===== src/rtl/tmr13_pkg.sv =====
package tmr13_pkg;

  typedef enum logic [1:0] {
    ADDR_LO   = 2'd0,
    ADDR_HI   = 2'd1,
    ADDR_CTRL = 2'd2,
    ADDR_RSVD = 2'd3
  } reg_addr_e;

  // Packed so that run sits at bit 0 of the control byte
  typedef struct packed {
    logic fast;
    logic ext;
    logic gate;
    logic run;
  } ctrl_t;

  localparam int CTRL_W = $bits(ctrl_t);

endpackage


===== src/rtl/tmr13_sync.sv =====
module tmr13_sync #(
  parameter int WIDTH  = 2,
  parameter int STAGES = 2
) (
  input  logic             clk,
  input  logic             rst,
  input  logic [WIDTH-1:0] d,
  output logic [WIDTH-1:0] q
);

  logic [STAGES-1:0][WIDTH-1:0] stg;

  always_ff @(posedge clk) begin
    if (rst) begin
      stg <= '0;
    end else begin
      stg[0] <= d;
      for (int s = 1; s < STAGES; s++) begin
        stg[s] <= stg[s-1];
      end
    end
  end

  assign q = stg[STAGES-1];

endmodule


===== src/rtl/tmr13_ctrl.sv =====
module tmr13_ctrl
  import tmr13_pkg::*;
(
  input  logic              clk,
  input  logic              rst,
  input  logic              wr_en,
  input  logic [1:0]        wr_addr,
  input  logic [CTRL_W-1:0] wr_bits,
  output ctrl_t             ctrl_q,
  output logic              wr_lo,
  output logic              wr_hi
);

  reg_addr_e addr;

  always_comb begin
    addr  = reg_addr_e'(wr_addr);
    wr_lo = wr_en && (addr == ADDR_LO);
    wr_hi = wr_en && (addr == ADDR_HI);
  end

  always_ff @(posedge clk) begin
    if (rst) begin
      ctrl_q <= '0;
    end else if (wr_en && (addr == ADDR_CTRL)) begin
      ctrl_q <= ctrl_t'(wr_bits);
    end
  end

endmodule


===== src/rtl/tmr13_tick.sv =====
module tmr13_tick #(
  parameter int PRESCALE = 12
) (
  input  logic clk,
  input  logic rst,
  input  logic run,
  input  logic ext,
  input  logic fast,
  input  logic pin_s,
  output logic tick
);

  localparam int PS_W = (PRESCALE > 1) ? $clog2(PRESCALE) : 1;

  logic pin_prev;
  logic fall;
  logic div_tick;

  always_ff @(posedge clk) begin
    if (rst) pin_prev <= 1'b0;
    else     pin_prev <= pin_s;
  end

  assign fall = pin_prev & ~pin_s;

  generate
    if (PRESCALE > 1) begin : g_div
      logic [PS_W-1:0] ps_q;
      logic            ps_end;

      assign ps_end = (ps_q == PS_W'(PRESCALE - 1));

      always_ff @(posedge clk) begin
        if (rst || !run)  ps_q <= '0;
        else if (ps_end)  ps_q <= '0;
        else              ps_q <= ps_q + PS_W'(1);
      end

      assign div_tick = ps_end & run;
    end else begin : g_nodiv
      assign div_tick = run;
    end
  endgenerate

  always_comb begin
    if (ext)       tick = fall;
    else if (fast) tick = 1'b1;
    else           tick = div_tick;
  end

endmodule


===== src/rtl/tmr13_core.sv =====
module tmr13_core #(
  parameter int BYTE_W = 8,
  parameter int LO_ACT = 5
) (
  input  logic              clk,
  input  logic              rst,
  input  logic              inc,
  input  logic              wr_lo,
  input  logic              wr_hi,
  input  logic [BYTE_W-1:0] wr_data,
  input  logic              irq_ack,
  output logic [BYTE_W-1:0] cnt_hi,
  output logic [BYTE_W-1:0] cnt_lo,
  output logic              flag
);

  localparam int CNT_W = BYTE_W + LO_ACT;

  logic [CNT_W-1:0] cnt13;
  logic [CNT_W:0]   sum;
  logic             any_wr;
  logic             step;
  logic             roll;

  always_comb begin
    cnt13  = {cnt_hi, cnt_lo[LO_ACT-1:0]};
    sum    = {1'b0, cnt13} + (CNT_W+1)'(1);
    any_wr = wr_lo | wr_hi;
    step   = inc & ~any_wr;
    roll   = step & sum[CNT_W];
  end

  always_ff @(posedge clk) begin
    if (rst) begin
      cnt_hi <= '0;
      cnt_lo <= '0;
    end else if (any_wr) begin
      if (wr_lo) cnt_lo <= wr_data;
      if (wr_hi) cnt_hi <= wr_data;
    end else if (step) begin
      cnt_hi               <= sum[CNT_W-1:LO_ACT];
      cnt_lo[LO_ACT-1:0]   <= sum[LO_ACT-1:0];
    end
  end

  always_ff @(posedge clk) begin
    if (rst)          flag <= 1'b0;
    else if (roll)    flag <= 1'b1;
    else if (irq_ack) flag <= 1'b0;
  end

endmodule


===== src/rtl/tmr13_gated.sv =====
module tmr13_gated
  import tmr13_pkg::*;
#(
  parameter int BYTE_W      = 8,
  parameter int LO_ACT      = 5,
  parameter int PRESCALE    = 12,
  parameter int SYNC_STAGES = 2
) (
  input  logic              clk,
  input  logic              rst,
  input  logic              wr_en,
  input  logic [1:0]        wr_addr,
  input  logic [BYTE_W-1:0] wr_data,
  input  logic              cnt_pin,
  input  logic              gate_pin,
  input  logic              irq_ack,
  output logic [BYTE_W-1:0] count_hi,
  output logic [BYTE_W-1:0] count_lo,
  output logic              ovf_flag
);

  ctrl_t ctrl_w;
  logic  wr_lo_w;
  logic  wr_hi_w;
  logic  gate_s;
  logic  pin_s;
  logic  tick_w;
  logic  cnt_en_w;
  logic  inc_w;

  tmr13_ctrl u_ctrl (
    .clk     (clk),
    .rst     (rst),
    .wr_en   (wr_en),
    .wr_addr (wr_addr),
    .wr_bits (wr_data[CTRL_W-1:0]),
    .ctrl_q  (ctrl_w),
    .wr_lo   (wr_lo_w),
    .wr_hi   (wr_hi_w)
  );

  tmr13_sync #(
    .WIDTH  (2),
    .STAGES (SYNC_STAGES)
  ) u_sync (
    .clk (clk),
    .rst (rst),
    .d   ({gate_pin, cnt_pin}),
    .q   ({gate_s, pin_s})
  );

  tmr13_tick #(
    .PRESCALE (PRESCALE)
  ) u_tick (
    .clk   (clk),
    .rst   (rst),
    .run   (ctrl_w.run),
    .ext   (ctrl_w.ext),
    .fast  (ctrl_w.fast),
    .pin_s (pin_s),
    .tick  (tick_w)
  );

  assign cnt_en_w = ctrl_w.run & (~ctrl_w.gate | gate_s);
  assign inc_w    = cnt_en_w & tick_w;

  tmr13_core #(
    .BYTE_W (BYTE_W),
    .LO_ACT (LO_ACT)
  ) u_core (
    .clk     (clk),
    .rst     (rst),
    .inc     (inc_w),
    .wr_lo   (wr_lo_w),
    .wr_hi   (wr_hi_w),
    .wr_data (wr_data),
    .irq_ack (irq_ack),
    .cnt_hi  (count_hi),
    .cnt_lo  (count_lo),
    .flag    (ovf_flag)
  );

endmodule


===== config.mk =====
export PLATFORM = sky130hd
export DESIGN_NAME = tmr13_gated
export DESIGN_NICKNAME = d
export VERILOG_FILES = /design/src/rtl/tmr13_pkg.sv /design/src/rtl/tmr13_sync.sv /design/src/rtl/tmr13_ctrl.sv /design/src/rtl/tmr13_tick.sv /design/src/rtl/tmr13_core.sv /design/src/rtl/tmr13_gated.sv
export SDC_FILE = /design/constraint.sdc
export NUM_CORES = 1
export LEC_CHECK = 0
export BUFFER_PORTS_ARGS = -buffer_cell sky130_fd_sc_hd__buf_2
export CELL_PAD_IN_SITES_DETAIL_PLACEMENT = 0
export CELL_PAD_IN_SITES_GLOBAL_PLACEMENT = 1
export CORE_UTILIZATION = 39
export DETAILED_ROUTE_END_ITERATION = 16
export GPL_ROUTABILITY_DRIVEN = 0
export PLACE_DENSITY = 0.83
export SYNTH_ARGS = -nofsm -noshare
export SYNTH_HDL_FRONTEND = slang
export SYNTH_SLANG_ARGS = --single-unit

===== constraint.sdc =====
create_clock -name clk -period 2.25 [get_ports clk]
set_clock_uncertainty 0.1 [all_clocks]
set_input_delay 0.45 -clock clk [delete_from_list [all_inputs] [get_ports clk]]
set_output_delay 0.45 -clock clk [all_outputs]
set_load 0.01 [all_outputs]

==> flow_summary_export.csv, run 1 <==
group,metric,value,unit
outcome,status,"complete, no violations",
floorplanning,row_count,22,
placement,io_buffer_count,32,
critical_path,worstPathRequired,2.34,ns
placement,hpwl,2600,um
critical_path,r2r-start,"u_core.cnt_lo[1]",
cells_and_area,final_nets,234,
pwr,p_leak,0.0007292,uW
global_route,grt_first_pass_wirelength,6141,um
clocking,cts_tree,"built",
sta,tightestPinTransition,0.5181,ns
critical_path,r2r_setup_slack,0.51,ns
detailed_routing,drt-total-wl,3603,um
synth,syn_inst,180,
synth,syn_area_per_cell,8.550,um2
floorplanning,start_util,41.41,%
global_route,use_met2,28.39,%
synth,ys_ff_latch,30,
cells_and_area,final_util,49.73,%
detailed_routing,vias_per_cell,5.386,
detailed_routing,initialDrtViolationCount,134,
floorplanning,dieArea,4201,um2
global_route,grt_max_degree,21,
min_path,hold_class,"input pin to flip-flop",
critical_path,worstReg2RegEnd,"u_core.cnt_hi[3]",
clocking,clock_path_buffers,2,
critical_path,worst_path_max_delay_cell,"dfxtp_1",
sta,hold_viol_final,0,
synth,syn_area,1539,um2
global_route,grt_pass1_vias,1349,
cells_and_area,drive_above_1_share,24.54,%
detailed_routing,avgRoutedWirePerCell,13.65,um
cells_and_area,antenna_cells,0,
pwr,powerDensity,573.4,nW/um2
clocking,cts.sinks,30,
sta,whs,0.2798,ns
global_route,antenna_found_initial,0,
floorplanning,core,3716,um2
critical_path,crit_path_end,"u_core.cnt_hi[3]",
critical_path,cp.arrival,1.83,ns
global_route,busiest_layer,"met2",
clocking,cts_max_level,2,
clocking,clkTransAtPathRegs,0.06,ns
synth,ys.flop_type,"dfxtp_1",
floorplanning,die_h,64.82,um
critical_path,rr_worst_depth,6,
floorplanning,die_x,64.82,um
synth,synth_top_area_share,39.02,%
global_route,globalRouteOverflowTotal,0,
detailed_routing,first_pass_iters,4,
synth,synth.most_common_cell,"dfxtp_1",
detailed_routing,vias,1422,
critical_path,startpoint,"u_core.cnt_lo[1]",
cells_and_area,multiInputGateArea,897.1,um2
sta,drv_slew,0,
cells_and_area,ff_latch_area,600.6,um2
detailed_routing,drc_errors,0,
detailed_routing,postRouteAntennaNets,0,
clocking,post-cts-setup-buffers,0,
sta,tns,0,ns
sta,period_share,77.23,%
clocking,clockRootBuffer,"clkbuf_8",
synth,synth_cell_types,43,
cells_and_area,areaGrowthSynthToFinish,20.08,%
synth,synth_nets,198,
sta,setup-violations-final,0,
synth,yosysTopAreaCell,"dfxtp_1",
synth,yosysWarningCount,0,
pwr,ir_worst_vdd,0.0004169,V
sta,slew_headroom,65.39,%
clocking,cts_buffers,5,
critical_path,critical_path.startpoint_type,"flip-flop",
clocking,clk_latency,0.28,ns
critical_path,worstSetupPathType,"flip-flop to flip-flop",
critical_path,path_max_fanout,6,
cells_and_area,fillCellCount,393,
synth,ys_seq_area_share,39.02,%
synth,synth_common_cells,"dfxtp_1, a21oi_1, nand2_1, nor2_1, nand3_1",
sta,fin_crit,1.738,ns
sta,rsz0062_at_grt,"no",
clocking,hold_buffers,0,
flow_run,max_cap_violations,0,
global_route,grtUsageMet1,26.49,%
global_route,track_usage,19.16,%
critical_path,slowest_delay,0.42,ns
critical_path,end_kind,"flip-flop",
synth,synth_edf_count,0,
sta,max_freq,575.5,MHz
clocking,cts_resized,0,
global_route,gr-usage-met3,5.282,%
synth,async_reset_ff_share,0,%
synth,synth.area.top_cells,"dfxtp_1, a21oi_1, nand2_1",
floorplanning,ioPinCount,33,
critical_path,path_cells,"ha_1 > and4_1 > nand4_1 > nor3_1 > a21oi_1 > o32ai_1",
flip-flops by register name (all words and copies together), names as in the netlist:
register	count
u_core.flag	1
u_core.cnt_hi	8
u_tick.g_div.ps_q	4
u_tick.pin_prev	1
u_sync.q	2
u_ctrl.ctrl_q	4
u_core.cnt_lo	8
u_sync.stg	2
power breakdown:
part / leakage (uW) / total, uW / switching, uW / internal (uW)
clock network: 0.0000383 / 402 / 189 / 212
logic: 0.000448 / 107 / 63.0 / 43.8
registers: 0.000243 / 551 / 8.09 / 543
total: 0.000729 / 1060 / 261 / 799
cell usage in the layout, fill, tap and decap left out, types with 2 or more instances in the layout:
master	instances
nor2_1	16
o21ai_0	5
inv_1	3
clkbuf_8	5
o32ai_2	2
buf_2	32
o32ai_1	3
ha_1	2
a21oi_1	22
a21o_1	3
mux2i_1	4
and3_1	4
and4_1	2
o21ai_1	7
buf_4	3
nand3b_1	4
nand2_1	16
nand4_1	2
nor2b_1	6
nor3_1	5
dfxtp_1	30
nand2b_1	7
clkbuf_1	2
nand3_1	9
per-stage QoR:
step | instance area (um2) | power [uW] | instances | setup slack (ns)
floorplan | 1539 | 626.1 | 180 | 0.6433
global placement | 1772 | 669.1 | 257 | 0.3103
detailed placement | 1772 | 669.6 | 257 | 0.3354
CTS | 1848 | 1074 | 264 | 0.5132
global route | 1848 | 1115 | 264 | 0.3284
finish | 1848 | 1060 | 264 | 0.5123
routing by layer:
layer / routed length (um) / up-vias
li1: - / 725
met1: 1795 / 650
met2: 1558 / 40
met3: 199 / 7
met4: 49 / 0
met5: 0 / -
layout make-up:
| class | instances | area share (%) |
|---|---|---|
| Multi-Input combinational cell | 140 | 48.54 |
| Sequential cell | 30 | 32.50 |
| Timing Repair Buffer | 36 | 10.97 |
| Clock buffer | 7 | 4.130 |
| Tap cell | 48 | 3.250 |
| Inverter | 3 | 0.6093 |
worst min-delay path by stage:
stage	startpoint	endpoint	slack, ns	cells past startpoint
3_5_place_dp	u_sync.stg[0]	u_sync.q[0]	0.32	1
3_3_place_gp	u_sync.stg[0]	u_sync.q[0]	0.32	1
5_1_grt	gate_pin	u_sync.stg[1]	0.31	2
6_report	gate_pin	u_sync.stg[1]	0.28	2
2_1_floorplan	u_sync.stg[0]	u_sync.q[0]	0.31	1
4_1_cts	cnt_pin	u_sync.stg[0]	0.28	2
cells by family after synthesis:
group                      share of synthesized area (%)
and+or+nand+nor                                    27.81
AOI/OAI and AO/OA                                  25.12
DFF                                                39.02
buffers and inverters                              2.682
muxes                                              2.602
xor gates and xnor gates                           1.138
adders and majority gates                          1.626
critical path: cells and delay by family, from the launching register on:
family	cells	cell delay, ns
DFF	1	0.42
and+or+nand+nor	3	0.61
AOI/OAI and AO/OA	2	0.27
adders and majority gates	1	0.26
Note: power is estimated with default switching activity, not from simulation.
==> run 2: changes to the inputs <==
Settings changed: CORE_UTILIZATION 39 to 36, PLACE_DENSITY 0.83 to 0.81.
Clock period 2.25 ns to 1.5 ns, I/O delays scaled along.
==> flow_summary_export.csv, run 2 (same netlist as run 1, synthesis figures left out) <==
group,metric,value,unit
global_route,grt_max_degree,10,
floorplanning,ioPinCount,33,
global_route,gr-usage-met3,4.392,%
sta,slew_headroom,78.83,%
min_path,hold_class,"input pin to flip-flop",
floorplanning,dieArea,4540,um2
detailed_routing,drc_errors,0,
min_path,hold_path_startpoint,"gate_pin",
critical_path,cp_top_family,"compound AO/OA/AOI/OAI gates",
critical_path,critical_path.startpoint_type,"flip-flop",
clocking,cts_max_level,2,
sta,setup_ws,-0.1493,ns
critical_path,worstPathRequired,1.57,ns
sta,period_share,110.0,%
sta,tns,-0.9481,ns
cells_and_area,antenna_cells,0,
critical_path,end_kind,"flip-flop",
detailed_routing,initialDrtViolationCount,113,
clocking,cts_buffers,5,
clocking,clk_latency,0.28,ns
floorplanning,die_h,67.38,um
critical_path,path_max_fanout,5,
placement,dpl_worst_slack,-0.1269,ns
clocking,clkTransAtPathRegs,0.07,ns
cells_and_area,areaGrowthSynthToFinish,41.06,%
global_route,globalRouteOverflowTotal,0,
pwr,power,1702,uW
critical_path,timing.critical_path.buf_inv,1,
sta,fin_crit,1.649,ns
global_route,grt_pass1_vias,1418,
flow_run,max_cap_violations,0,
critical_path,startpoint,"u_tick.g_div.ps_q[1]",
global_route,grt_first_pass_wirelength,6561,um
global_route,use_met2,31.75,%
floorplanning,core,4058,um2
floorplanning,row_count,23,
global_route,antenna_found_initial,0,
pwr,p_leak,0.0008880,uW
placement,io_buffer_count,32,
sta,tightestPinTransition,0.3166,ns
critical_path,path_cells,"ha_4 > and3b_2 > o2111ai_4 > o21ai_4 > buf_4 > a21oi_2 > nor4_2",
critical_path,cp.arrival,1.72,ns
critical_path,worst_path_max_delay_cell,"dfxtp_2",
pwr,powerDensity,784.0,nW/um2
clocking,cts.sinks,30,
clocking,clock_path_buffers,2,
pwr,ir_worst_vdd,0.0004046,V
critical_path,slowest_delay,0.33,ns
detailed_routing,vias,1561,
sta,hold_viol_final,0,
sta,setup-violations-final,10,
global_route,busiest_layer,"met2",
sta,drv_slew,0,
cells_and_area,final_cell_mix,"buf_2, buf_4, dfxtp_1, a21oi_1",
outcome,status,"finished with violations",
cells_and_area,final_nets,263,
cells_and_area,fillCellCount,393,
detailed_routing,first_pass_iters,4,
cells_and_area,final_common_cell,"buf_2",
clocking,clockRootBuffer,"clkbuf_8",
floorplanning,start_util,37.93,%
detailed_routing,avgRoutedWirePerCell,14.01,um
detailed_routing,drt-total-wl,4146,um
detailed_routing,vias_per_cell,5.274,
cells_and_area,drive_above_1_share,41.87,%
sta,rsz0062_at_grt,"yes",
clocking,hold_buffers,0,
global_route,grtUsageMet1,25.77,%
outcome,failed_checks,"negative setup slack",
clocking,cts_tree,"built",
critical_path,worstSetupPathType,"flip-flop to flip-flop",
placement,hpwl,2946,um
sta,max_freq,606.3,MHz
cells_and_area,largestRegisters,"u_core.cnt_hi x8, u_core.cnt_lo x8",
floorplanning,die_x,67.38,um
detailed_routing,postRouteAntennaNets,0,
critical_path,r2r-start,"u_tick.g_div.ps_q[1]",
global_route,track_usage,19.84,%
run 2: cell count changes in the layout (fill, tap and decap cells not counted), sizes merged:
cell	before	now
a31oi	2	3
clkinv	0	1
buf	36	63
o21a	2	3
run 2: cell type report:
type                       instances  area (um2)  share of cell area (%)
clock buffer                       7       86.33                   3.977
clock inverter                     1       5.005                  0.2305
timing repair buffer              63       392.9                   18.10
inverter                           3       11.26                  0.5187
tap                               50       62.56                   2.882
multi-input combinational        142        1005                   46.28
sequential                        30       608.1                   28.01
run 2: path summary, 6_finish.rpt:
| check | endpoint | cells after the start | slack (ns) |
|---|---|---|---|
| max | u_core.cnt_hi[0] | 7 | -0.15 |
| min | u_sync.stg[1] | 2 | 0.12 |
| max reg2reg | u_core.cnt_hi[0] | 7 | -0.15 |
| min reg2reg | u_sync.q[1] | 1 | 0.34 |
run 2: metal layers:
layer  part of all wire (%)  vias to the layer above  wire length (um)
li1                       -                      784                 -
met1                     48                      721              1986
met2                     45                       45              1875
met3                    4.8                       11               200
met4                    2.0                        0                84
met5                      0                        -                 0
run 2: timing repair:
| item | in CTS | in global routing |
|---|---|---|
| hold endpoints to repair | 0 | 0 |
| pin swaps | 3 | 7 |
| cloned | 2 | 0 |
| setup buffers | 1 | 2 |
| resized for setup | 4 | 9 |
| setup endpoints to repair | 11 | 14 |
run 2: per-stage QoR:
step           std cells  hold WS (ns)  area [um2]  util (%)
4_1_cts              294        0.1227        2111     52.02
6_report             296        0.1235        2171     53.50
3_5_place_dp         283        0.3246        1971     48.57
5_1_grt              296        0.1372        2171     53.50
3_3_place_gp         283        0.3198        1971     48.57
2_1_floorplan        180        0.3138        1568         -
run 2: power breakdown:
part           switching [uW]  leakage (uW)  internal [uW]
combinational             115      0.000594           91.3
sequential               9.95      0.000246            813
clock                     304     0.0000482            370
total                     428      0.000888           1270
==> run 3: changes to the inputs <==
Settings changed: ABC_AREA from default to 1, CORE_UTILIZATION 36 to 34, PLACE_DENSITY 0.81 to 0.8, SLEW_MARGIN from default to 10.
==> flow_summary_export.csv, run 3 <==
group,metric,value,unit
global_route,track_usage,17.01,%
critical_path,timing.critical_path.buf_inv,1,
sta,fin_crit,1.427,ns
critical_path,cp_top_family,"simple AND/OR/NAND/NOR gates",
critical_path,slowest_delay,0.37,ns
sta,slew_headroom,82.43,%
synth,syn_inst,226,
sta,period_share,95.15,%
sta,drv_slew,0,
sta,tns,0,ns
floorplanning,die_x,70.42,um
placement,io_buffer_count,32,
clocking,cts.sinks,30,
critical_path,critical_path.startpoint_type,"flip-flop",
global_route,grt_pass1_vias,1415,
floorplanning,dieArea,4958,um2
detailed_routing,vias,1550,
global_route,globalRouteOverflowTotal,0,
outcome,status,"complete, no violations",
cells_and_area,final_nets,287,
detailed_routing,first_pass_iters,4,
placement,dpl_cell_area,1857,um2
cells_and_area,antenna_cells,0,
placement,placed_cells,314,
detailed_routing,drt-total-wl,3984,um
synth,ys.flop_type,"dfxtp_1",
critical_path,startpoint,"u_tick.g_div.ps_q[0]",
detailed_routing,initialDrtViolationCount,96,
pwr,p_int,1223,uW
critical_path,path_max_fanout,9,
pwr,p_clk_share,36.7,%
clocking,clkTransAtPathRegs,0.07,ns
sta,setup_ws,0.07279,ns
floorplanning,row_count,24,
synth,synth_edf_count,0,
pwr,powerDensity,842.5,nW/um2
global_route,grt_max_degree,14,
critical_path,worst_path_max_delay_cell,"dfxtp_4",
placement,dpl_worst_slack,0.01369,ns
pwr,comb_power_share,13.1,%
floorplanning,core,4414,um2
synth,syn_area,1592,um2
clocking,hold_buffers,0,
cells_and_area,largestRegisters,"u_core.cnt_hi x8, u_core.cnt_lo x8",
synth,ys_ff_latch,30,
placement,hpwl,2845,um
detailed_routing,postRouteAntennaNets,0,
cells_and_area,drive_above_1_share,34.20,%
pwr,p_leak,0.0008464,uW
sta,max_freq,700.7,MHz
clocking,cts_buffers,5,
critical_path,r2r-start,"u_tick.g_div.ps_q[0]",
cells_and_area,areaGrowthSynthToFinish,26.26,%
clocking,clock_path_buffers,2,
critical_path,worstPathRequired,1.58,ns
clocking,clk_latency,0.29,ns
pwr,netSwitchingFraction,27.73,%
detailed_routing,drc_errors,0,
synth,synth.area.top_cells,"dfxtp_1, nand2_1, nor2_1",
detailed_routing,avgRoutedWirePerCell,12.41,um
synth,synth_nets,244,
critical_path,timing.critical_path.mode_cell,"nor2_1",
sta,setup-violations-final,0,
synth,synth.most_common_cell,"nand2_1",
floorplanning,start_util,36.05,%
critical_path,end_kind,"flip-flop",
synth,async_reset_ff_share,0,%
clocking,cts_tree,"built",
floorplanning,ioPinCount,33,
flow_run,max_cap_violations,0,
synth,synth_common_cells,"nand2_1, nor2_1, dfxtp_1",
clocking,cts_max_level,2,
synth,yosysWarningCount,0,
synth,yosysTopAreaCell,"dfxtp_1",
synth,synth_top_area_share,37.74,%
pwr,ir_worst_vdd,0.0003208,V
cells_and_area,final_cell_mix,"nand2_1, buf_2, nor2_1, dfxtp_1, inv_1",
sta,tightestPinTransition,0.2631,ns
synth,syn_area_per_cell,7.042,um2
cells_and_area,final_common_cell,"nand2_1",
critical_path,worstSetupPathType,"flip-flop to flip-flop",
synth,synth_cell_types,29,
pwr,seqPwrFrac,50.2,%
critical_path,cp.arrival,1.51,ns
clocking,clockRootBuffer,"clkbuf_8",
pwr,p_sw,469.4,uW
global_route,grt_first_pass_wirelength,6444,um
global_route,antenna_found_initial,0,
sta,rsz0062_at_grt,"yes",
cells_and_area,fin_area,2009,um2
min_path,hold_class,"input pin to flip-flop",
cells_and_area,final_cells,321,
min_path,hold_path_startpoint,"gate_pin",
floorplanning,die_h,70.42,um
critical_path,path_cells,"ha_4 > nand3_2 > nand2_2 > nand3_4 > nand2_8 > inv_6 > nor2_1 > nor2_1",
synth,ys_seq_area_share,37.74,%
sta,hold_viol_final,0,
sta,whs,0.1205,ns
detailed_routing,vias_per_cell,4.829,
run 3: changes by cell type in the layout (fill, tap and decap cells not counted), sizes merged, moves of 4 or more:
cell,previous run,this run
nand3,9,20
nand2,16,59
and3,4,0
inv,3,26
o32ai,5,0
mux2i,4,0
buf,63,39
nor2,17,38
nor2b,6,0
nand2b,9,0
run 3: kinds of logic (layout without fill, tap and decap cells):
| group | after synthesis | in the layout | synth area share, % |
|---|---|---|---|
| simple gates | 128 | 128 | 39.46 |
| fa+ha+maj | 2 | 2 | 1.572 |
| flops | 30 | 30 | 37.74 |
| xor+xnor | 3 | 3 | 1.651 |
| compound gates | 34 | 34 | 12.11 |
| buf+inv | 29 | 72 | 7.469 |
run 3: path summary, 6_finish.rpt:
| check | end | slack, ns | cells past startpoint |
|---|---|---|---|
| setup / recovery | u_core.cnt_hi[0] | 0.07 | 8 |
| hold / removal | u_sync.stg[1] | 0.12 | 3 |
| setup reg to reg | u_core.cnt_hi[0] | 0.07 | 8 |
| hold reg to reg | u_sync.q[1] | 0.30 | 2 |
run 3: worst register-to-register path, stage by stage (launching register included):
cell     delay (ns)
dfxtp_4        0.37
ha_4           0.14
nand3_2        0.09
nand2_2        0.09
nand3_4        0.15
nand2_8        0.15
inv_6          0.06
nor2_1         0.11
nor2_1         0.06
run 3: what timing repair did:
action | CTS | global route
setup buffers | 0 | 0
endpoints found under the hold margin | 0 | 0
resized for setup | 0 | 22
endpoints found under the setup margin | 0 | 14
run 3: power by group through the flow:
stage	Clock [uW]	Combinational, uW	Sequential [uW]
2_1_floorplan	0	117	875
3_3_place_gp	0	214	867
3_5_place_dp	0	213	868
4_1_cts	644	214	850
5_1_grt	681	246	854
6_report	621	222	851
run 3: routing by layer:
metal / track usage (%) / part of all wire (%) / vias to the layer above / wire (um)
li1: - / - / 812 / -
met2: 25.93 / 44 / 53 / 1751
met5: 0 / 0 / - / 0
met3: 4.906 / 6.3 / 8 / 251
met1: 21.68 / 48 / 677 / 1896
met4: 8.667 / 2.1 / 0 / 85
run 3: stage by stage:
step | util (%) | power, uW
floorplan | - | 992.1
global placement | 42.06 | 1081
detailed placement | 42.06 | 1080
CTS | 43.85 | 1708
global route | 45.52 | 1781
finish | 45.52 | 1693
run 3: layout make-up:
cell class / count / area [um2]
clock buffers: 5 / 68.82
clock inverters: 2 / 10.01
fillers: 460 / 2405
inverters: 26 / 105.1
multi-input cells: 167 / 938.4
flip-flops and latches: 30 / 609.3
well taps: 52 / 65.06
repair buffers: 39 / 212.7
